File: src/rtl/ula_pkg.sv
package ula_pkg;
  typedef enum logic [2:0] {
    ST_IDLE,
    ST_MERGE,
    ST_SUM,
    ST_CSUM,
    ST_RESP
  } ula_state_t;

  // Record layout: offsets the write-back prefix logic depends on
  localparam int LEN_OFF  = 0;
  localparam int CSUM_OFF = 1;
  localparam int ERR_OFF  = 2;

  function automatic logic [7:0] sat_add8(input logic [7:0] a, input logic [7:0] b);
    logic [8:0] s;
    s = {1'b0, a} + {1'b0, b};
    return s[8] ? 8'hFF : s[7:0];
  endfunction
endpackage

File: src/rtl/ula_pend_ctr.sv
module ula_pend_ctr #(
  parameter int W = 8
) (
  input  logic         clk,
  input  logic         rst_n,
  input  logic         inc_en,
  input  logic [W-1:0] inc_amt,
  input  logic         clear,
  output logic [W-1:0] count
);
  logic [W-1:0] base;
  logic [W:0]   sum;

  always_comb begin
    base = clear ? '0 : count;
    sum  = {1'b0, base} + {1'b0, (inc_en ? inc_amt : {W{1'b0}})};
  end

  always_ff @(posedge clk) begin
    if (!rst_n) begin
      count <= '0;
    end else if (inc_en || clear) begin
      count <= sum[W] ? {W{1'b1}} : sum[W-1:0];
    end
  end
endmodule

File: src/rtl/ula_time_acc.sv
module ula_time_acc #(
  parameter int SEC_PER_HR = 3600,
  parameter int HRS_W      = 16,
  localparam int FW        = $clog2(SEC_PER_HR)
) (
  input  logic             clk,
  input  logic             rst_n,
  input  logic             tick,
  input  logic             clear,
  output logic [FW-1:0]    frac,
  output logic [HRS_W-1:0] hours
);
  logic             roll;
  logic [HRS_W-1:0] hbase;
  logic [HRS_W:0]   hsum;

  always_comb begin
    roll  = tick && (frac == FW'(SEC_PER_HR - 1));
    hbase = clear ? '0 : hours;
    hsum  = {1'b0, hbase} + {{HRS_W{1'b0}}, roll};
  end

  always_ff @(posedge clk) begin
    if (!rst_n) begin
      frac  <= '0;
      hours <= '0;
    end else begin
      if (tick) frac <= roll ? '0 : frac + FW'(1);
      hours <= hsum[HRS_W] ? {HRS_W{1'b1}} : hsum[HRS_W-1:0];
    end
  end
endmodule

File: src/rtl/ula_sum_walk.sv
module ula_sum_walk #(
  parameter int RB     = 16,
  parameter int CK_OFF = 1,
  localparam int AW    = $clog2(RB)
) (
  input  logic          clk,
  input  logic          rst_n,
  input  logic          start,
  input  logic [AW:0]   len_lim,
  input  logic [7:0]    byte_in,
  output logic [AW-1:0] idx,
  output logic          last,
  output logic [7:0]    acc
);
  logic busy;

  assign last = busy && (idx == AW'(RB - 1));

  always_ff @(posedge clk) begin
    if (!rst_n) begin
      busy <= 1'b0;
      idx  <= '0;
      acc  <= '0;
    end else if (start) begin
      busy <= 1'b1;
      idx  <= '0;
      acc  <= '0;
    end else if (busy) begin
      if (({1'b0, idx} < len_lim) && (idx != AW'(CK_OFF))) acc <= acc + byte_in;
      idx <= idx + AW'(1);
      if (last) busy <= 1'b0;
    end
  end
endmodule

File: src/rtl/usage_log_acc.sv
module usage_log_acc #(
  parameter int NUM_CNT    = 4,
  parameter int REC_BYTES  = 16,
  parameter int SEC_PER_HR = 3600,
  localparam int AW        = $clog2(REC_BYTES),
  localparam int LEN_W     = AW + 1
) (
  input  logic                 clk,
  input  logic                 rst_n,
  input  logic [NUM_CNT-1:0]   inc_en,
  input  logic [NUM_CNT*8-1:0] inc_amt,
  input  logic                 sec_tick,
  input  logic                 flush_valid,
  output logic                 flush_ready,
  output logic                 res_valid,
  input  logic                 res_ready,
  output logic                 res_wb,
  output logic [LEN_W-1:0]     res_len,
  input  logic                 img_we,
  input  logic [AW-1:0]        img_waddr,
  input  logic [7:0]           img_wdata,
  input  logic [AW-1:0]        img_raddr,
  output logic [7:0]           img_rdata
);
  import ula_pkg::*;

  localparam int HRS_OFF = ERR_OFF + NUM_CNT;
  localparam int FW      = $clog2(SEC_PER_HR);

  ula_state_t state;
  logic [7:0] rec [REC_BYTES];

  // pending counters
  logic [7:0]             pend [NUM_CNT];
  logic [NUM_CNT*8-1:0]   pend_flat;
  logic                   pend_clr;
  logic [FW-1:0]          time_frac;
  logic [15:0]            hrs_pend;

  assign pend_clr = (state == ST_MERGE);

  for (genvar g = 0; g < NUM_CNT; g++) begin : g_cnt
    ula_pend_ctr #(.W(8)) u_ctr (
      .clk    (clk),
      .rst_n  (rst_n),
      .inc_en (inc_en[g]),
      .inc_amt(inc_amt[g*8 +: 8]),
      .clear  (pend_clr),
      .count  (pend[g])
    );
    assign pend_flat[g*8 +: 8] = pend[g];
  end

  ula_time_acc #(.SEC_PER_HR(SEC_PER_HR), .HRS_W(16)) u_time (
    .clk  (clk),
    .rst_n(rst_n),
    .tick (sec_tick),
    .clear(pend_clr),
    .frac (time_frac),
    .hours(hrs_pend)
  );

  // merge computation
  logic [7:0]   err_new [NUM_CNT];
  logic [NUM_CNT-1:0] err_chg;
  logic [16:0]  hsum;
  logic [15:0]  hnew;
  logic         hlo_chg, hhi_chg;
  logic [AW-1:0] mark_nx, mark;
  logic         any_work;

  always_comb begin
    mark_nx  = '0;
    any_work = (hrs_pend != 16'd0);
    for (int i = 0; i < NUM_CNT; i++) begin
      err_new[i] = sat_add8(rec[ERR_OFF + i], pend[i]);
      err_chg[i] = (pend[i] != 8'd0) && (err_new[i] != rec[ERR_OFF + i]);
      if (pend[i] != 8'd0) any_work = 1'b1;
      if (err_chg[i]) mark_nx = AW'(ERR_OFF + i);
    end
    hsum    = {1'b0, rec[HRS_OFF + 1], rec[HRS_OFF]} + {1'b0, hrs_pend};
    hnew    = hsum[16] ? 16'hFFFF : hsum[15:0];
    hlo_chg = (hrs_pend != 16'd0) && (hnew[7:0] != rec[HRS_OFF]);
    hhi_chg = (hrs_pend != 16'd0) && (hnew[15:8] != rec[HRS_OFF + 1]);
    if (hlo_chg) mark_nx = AW'(HRS_OFF);
    if (hhi_chg) mark_nx = AW'(HRS_OFF + 1);
  end

  // checksum walk
  logic [LEN_W-1:0] len_lim;
  logic [AW-1:0]    walk_idx;
  logic             walk_last, walk_start;
  logic [7:0]       walk_acc;

  assign len_lim    = (rec[LEN_OFF] > 8'(REC_BYTES)) ? LEN_W'(REC_BYTES) : LEN_W'(rec[LEN_OFF]);
  assign walk_start = (state == ST_MERGE) && (mark_nx != '0);

  ula_sum_walk #(.RB(REC_BYTES), .CK_OFF(CSUM_OFF)) u_walk (
    .clk    (clk),
    .rst_n  (rst_n),
    .start  (walk_start),
    .len_lim(len_lim),
    .byte_in(rec[walk_idx]),
    .idx    (walk_idx),
    .last   (walk_last),
    .acc    (walk_acc)
  );

  // control
  assign flush_ready = (state == ST_IDLE);
  assign img_rdata   = rec[img_raddr];

  always_ff @(posedge clk) begin
    if (!rst_n) begin
      state     <= ST_IDLE;
      mark      <= '0;
      res_valid <= 1'b0;
      res_wb    <= 1'b0;
      res_len   <= '0;
    end else begin
      unique case (state)
        ST_IDLE: begin
          if (flush_valid) begin
            if (any_work) begin
              state <= ST_MERGE;
            end else begin
              state     <= ST_RESP;
              res_valid <= 1'b1;
              res_wb    <= 1'b0;
              res_len   <= '0;
            end
          end
        end
        ST_MERGE: begin
          mark <= mark_nx;
          if (mark_nx != '0) begin
            state <= ST_SUM;
          end else begin
            state     <= ST_RESP;
            res_valid <= 1'b1;
            res_wb    <= 1'b0;
            res_len   <= '0;
          end
        end
        ST_SUM: begin
          if (walk_last) state <= ST_CSUM;
        end
        ST_CSUM: begin
          state     <= ST_RESP;
          res_valid <= 1'b1;
          res_wb    <= 1'b1;
          res_len   <= {1'b0, mark} + LEN_W'(1);
        end
        ST_RESP: begin
          if (res_ready) begin
            res_valid <= 1'b0;
            state     <= ST_IDLE;
          end
        end
        default: state <= ST_IDLE;
      endcase
    end
  end

  // record image
  always_ff @(posedge clk) begin
    if (!rst_n) begin
      for (int k = 0; k < REC_BYTES; k++) rec[k] <= 8'd0;
    end else begin
      if (state == ST_IDLE && img_we) rec[img_waddr] <= img_wdata;
      if (state == ST_MERGE) begin
        for (int i = 0; i < NUM_CNT; i++)
          if (err_chg[i]) rec[ERR_OFF + i] <= err_new[i];
        if (hlo_chg) rec[HRS_OFF]     <= hnew[7:0];
        if (hhi_chg) rec[HRS_OFF + 1] <= hnew[15:8];
      end
      if (state == ST_CSUM) rec[CSUM_OFF] <= ~walk_acc;
    end
  end
endmodule

File: config.mk
export PLATFORM = sky130hd
export DESIGN_NAME = usage_log_acc
export DESIGN_NICKNAME = d
export VERILOG_FILES = /design/src/rtl/ula_pkg.sv /design/src/rtl/ula_pend_ctr.sv /design/src/rtl/ula_time_acc.sv /design/src/rtl/ula_sum_walk.sv /design/src/rtl/usage_log_acc.sv
export SDC_FILE = /design/constraint.sdc
export NUM_CORES = 1
export LEC_CHECK = 0
export BUFFER_PORTS_ARGS = -buffer_cell sky130_fd_sc_hd__buf_2
export CORE_MARGIN = 2
export CORE_UTILIZATION = 62
export CTS_CLUSTER_SIZE = 28
export DETAILED_ROUTE_END_ITERATION = 10
export GPL_TIMING_DRIVEN = 0
export HOLD_SLACK_MARGIN = 0.03
export PLACE_DENSITY = 0.8
export SLEW_MARGIN = 15
export SYNTH_ARGS = -nofsm -noshare
export SYNTH_HDL_FRONTEND = slang
export SYNTH_SLANG_ARGS = --single-unit
File: constraint.sdc
create_clock -name clk -period 12.5 [get_ports clk]
set_input_delay 3.75 -clock clk [delete_from_list [all_inputs] [get_ports clk]]
set_output_delay 3.75 -clock clk [all_outputs]
set_load 0.01 [all_outputs]
* Word-level counts from Yosys, hierarchy flattened
Memory sizes are Yosys's and may differ from the RTL's. A register that Yosys moved wholly into a read port is not among the register bits. Index checks and enable logic that the tools add are counted.
Cells by class: reduce and logical (&&, ||, !) cells 30, order comparisons 2, bitwise gates (word level) 9, equality and inequality tests 18, multiplexer cells 96, add/subtract/negate cells 14
Operator list (number):
- $mux 8 | 24
- $add 8x8->9 | 8
- $mux 16 | 3
- $ne 8x8->1 | 6
- $mux 1 | 46
- $mux 4 | 8
- $reduce_bool 8->1 | 4
- $mux 5 | 4
- $add 16x1->17 | 1
- $add 16x16->17 | 1
- $reduce_bool 16->1 | 1
- $mux 3 | 5
- $pmux 3 s5 | 1
- $pmux 5 s3 | 1
- $add 12x1->12 const B | 1
- $eq 12x12->1 const B | 1
- $mux 12 | 1
- $logic_and 1x1->1 | 11
- $add 8x8->8 | 1
- $gt 8x5->1 const B | 1
- $ne 2x2->1 const B | 4
- $not 8->8 | 1
- $reduce_bool 4->1 | 2
- $reduce_or 8->1 | 1
- 22 further kinds | 32
Storage, ports and cells: register bits after elaboration 87, logic and storage cells 184, memory bits (writable) 128, output and inout bits 16, memories 1
Memory list:
- rec | depth 16, width 8, read ports 9, clocked after memory_dff 1, write ports 16, RTL line usage_log_acc.sv:31 | logic [7:0] rec [REC_BYTES];

* Depth between registers and ports, before layout
An unclocked memory read counts as a cell.
word-level depth 15, gate-level depth with buffers 20, depth with buffers taken out 16

* By module
A second synthesis with hierarchy kept.
Unflattened totals: cells, all modules 1725, area total of the unflattened synthesis 17073.9 sq um
Modules (own cells, without submodules):
- usage_log_acc | cells each 1146, area each 11765.0 sq um, instances 1
- ula_pend_ctr | cells each 73, area each 703.2 sq um, instances 4
- ula_time_acc | cells each 175, area each 1507.7 sq um, instances 1
- ula_sum_walk | cells each 112, area each 988.4 sq um, instances 1

* Worst setup path after synthesis
Ideal clock, no wire load.
path type input to output, start point in img_raddr[0], end point out img_rdata[0], data arrival time 5559 ps, stages 4, path buffers 2, setup slack 3191 ps, cell sequence clkbuf_1 buf_1 mux4_2 mux4_2
On the way: cells in the longest elaborated chain, start to end 1
Ends and longest elaborated chain:
- from (decl) | RTL line usage_log_acc.sv:22 | input logic [AW-1:0] img_raddr,
- $mem_v2 16x8
- to (decl) | RTL line usage_log_acc.sv:23 | output logic [7:0] img_rdata
No other way between the ends.

* Final worst setup path
start point in img_raddr[0], end point out img_rdata[7]
Same word-level chain as after synthesis.

==> results.ini <==
[outcome]
outcome = complete, no violations

[logic_synthesis]
syn-mean-instance-area_um2 = 9.73
synth_top_family_by_area = simple AND/OR/NAND/NOR gates
synthXorXnorAreaFrac_pct = 6.12
yosysWarnings = 0
synth_edf_count = 128
synth_seq_cells = 217
async_flop_share_pct = 0
netlist_area_mm2 = 0.0164
synth_compound_area_share_pct = 16.8
synthTopCellsByArea = edfxtp_1 23%, mux4_2 11%, dfxtp_1 11%
syn_inst = 1689
synth-simple-area-share_pct = 19.6
synthFlopType = edfxtp_1
synthAdderAreaFrac_pct = 8.52
synthesis.nets = 1853
ys_seq_area_share_pct = 34.2
synthDistinctLibCells = 90
yosysTopAreaCellShare_pct = 23.4
muxShareOfSynthArea_pct = 11.3
synth_top_cell_by_area = edfxtp_1

[critical_path]
crit_required_ns = 8.75
cp_max_fo = 10
critical_path.cell_chain = clkbuf_1 -> buf_1 -> mux4_2 -> mux4_2 -> buf_2
crit_path_start_kind = primary input
path_common_cell = mux4_2
cp.arrival_ns = 6.18
critical_path_class = primary input to output pin
cp_slowest_stage_delay_ns = 0.79
endpoint_kind = output pin
cp_slowest_cell = buf_1

[hold_path]
min_path_type = register to register

[place]
portBuffers = 67
post-dp-hpwl_um = 35200
gp_congestion = 0.989

[clocking]
clk_latency_ns = 0.53
htree_num_levels = 1
root_buffer = clkbuf_16
ctsResizeCount = 0
cts.sinks = 217
cts_setup_buffers = 0
clkSlewWorstSetupHoldPaths_ns = 0.05
cts_buffer_depth = 3
hold_buffers = 0
cts_made_buffers = 25
cts_tree = done

[sta]
fin_tns_setup_ns = 0
finClkSkew_ns = 0.0107
setup_violations = 0
tightestPinTransition_ns = 1.17
maxSlewHeadroom_pct = 21.0
hold_viol_final = 0
max_clock_freq_mhz = 101
finalCritPeriodShare_pct = 79.4
rsz0062_at_grt = no
final.min_clock_period_ns = 9.93
slew_viol_final = 0

[cells_and_area]
antenna_cells = 0
nFillCells = 2020
finalNetCount = 1947
area_growth_pct = 9.35
drive_gt1_share_pct = 13.4

[power]
p_total_mw = 3.35
p_switching_mw = 1.37
vdd_drop_max_mv = 0.129
p_int_mw = 1.98
p_leak_nw = 7.06
seq_power_share_pct = 31.6
p_per_area_mw_per_mm2 = 186
switching_share_pct = 41.0
clock_power_share_pct = 21.3
combPwrFrac_pct = 47.1

[routing]
viasPerCell = 6.67
wirelength_um = 46800
routedWlPerCell_um = 21.9
antenna_left = 0
drtPass1Iterations = 5
vias = 14240
drc = 0
drtIter0Drc = 1388

[global_routing]
antenna_found_initial = 1
grt_pass1_wl_um = 74000
grt_max_degree = 15
overflow = 0
track_usage_pct = 33.5
grt_pass1_vias = 13954

[floorplanning]
die_x_um = 167
core_mm2 = 0.0261
rows = 59
ios = 74
start_util_pct = 63.1
die_area_mm2 = 0.0278
fp.dieH_um = 167

[job]
cap_violations = 0

worst max-delay path: cells and delay by family:
family / cells / cell delay [ns]
buffers and inverters: 3 / 1.25
multiplexers: 2 / 1.18
area by class of cell:
type	instances	area [µm²]	share of cell area, %
multi-input cells	1334	10300	57.1
flip-flops and latches	217	5630	31.3
clock buffers	36	701	3.90
well taps	335	419	2.33
plain buffers	82	352	1.96
repair buffers	67	335	1.87
inverters	56	210	1.17
clock inverters	9	76.3	0.425
registers in the layout, summed over array words and instances, names as in the netlist, named ones only:
register           count
res_wb                 1
u_time.hours          16
mark                   3
state                  3
u_walk.busy            1
u_walk.acc             8
g_cnt.u_ctr.count     32
u_time.frac           12
res_len                4
rec                  128
res_valid              1
u_walk.idx             4
path summary, 6_finish.rpt:
check,startpoint,endpoint,slack (ns),depth (start not counted)
worst min register to register,res_valid,res_valid,0.50,2
worst max-delay path,img_raddr[0],img_rdata[7],2.57,5
worst min-delay path,res_valid,res_valid,0.50,2
worst max register to register,register,u_walk.acc[7],7.07,16
synthesized netlist by cell type, types with 5 or more instances:
cell type and count:
o31ai_1 6, inv_1 56, or3_1 8, nor2_1 120, a221oi_1 5, nor2_2 12, or2_2 7, clkbuf_1 62
ha_1 96, a21oi_2 6, fa_1 10, a211oi_1 12, and3_1 15, nand4_1 17, a31oi_1 8, mux2i_1 5
a211o_1 9, and2_1 137, mux4_2 80, edfxtp_1 128, a21oi_1 108, o21bai_1 6, nor3_1 23, o21ai_0 124
nor2b_1 13, nand3_1 34, nor3b_1 9, xnor3_1 5, o211ai_1 14, a21o_1 34, nand3b_1 14, xnor2_1 58
buf_1 9, o21ai_1 14, dfxtp_1 89, nand2b_1 28, nor4b_1 5, a22o_1 6, xor2_1 44, or4_1 10
nand2_1 124, o21a_1 22, nor4_1 11
cells in the final DEF (no fill, tap or decap), types with 13 or more instances in the layout:
cell type  count
a21o_1        34
a21oi_1      108
and2_1       137
and3_1        15
buf_2         71
clkbuf_1      69
clkbuf_16     25
dfxtp_1       89
edfxtp_1     128
ha_1          96
inv_1         56
mux4_2        80
nand2_1      124
nand2b_1      28
nand3_1       34
nand3b_1      14
nand4_1       17
nor2_1       120
nor2b_1       13
nor3_1        22
o211ai_1      14
o21a_1        22
o21ai_0      120
o21ai_1       18
xnor2_1       58
xor2_1        44
cells by family (layout without fill, tap and decap cells):
| kind of cell | after synthesis | in the layout |
|---|---|---|
| AO/OA/AOI/OAI | 431 | 431 |
| XOR/XNOR | 107 | 107 |
| adder cells (fa/ha/maj) | 106 | 106 |
| buffers and inverters | 138 | 250 |
| flip-flops | 217 | 217 |
| multiplexers | 86 | 86 |
| other | 1 | 1 |
| AND/OR/NAND/NOR | 603 | 603 |
per-stage QoR:
step,util [%],cells,worst slack [ns],cell area (µm²),hold slack (ns)
2_1_floorplan,-,1689,3.19,16400,0.463
3_3_place_gp,66.0,2091,2.60,17200,0.489
3_5_place_dp,66.0,2091,2.60,17200,0.495
4_1_cts,69.0,2136,2.58,18000,0.505
5_1_grt,69.0,2136,2.46,18000,0.527
6_report,69.0,2136,2.57,18000,0.505
power groups by stage:
| stage | logic (mW) | clock network [mW] | registers (mW) |
|---|---|---|---|
| 6_report | 1.58 | 0.712 | 1.06 |
| 5_1_grt | 1.73 | 0.738 | 1.07 |
| 4_1_cts | 1.55 | 0.711 | 1.05 |
| 3_5_place_dp | 1.54 | 0 | 1.06 |
| 3_3_place_gp | 1.49 | 0 | 1.06 |
| 2_1_floorplan | 1.19 | 0 | 0.986 |
metal layers:
metal / GRT usage [%] / wire [µm] / vias up
met5: 0 / 42 / -
met3: 6.70 / 5230 / 184
met2: 54.1 / 21100 / 791
li1: - / - / 6471
met1: 43.4 / 17800 / 6790
met4: 16.2 / 2620 / 4
Power figures use the tool's default switching activity.
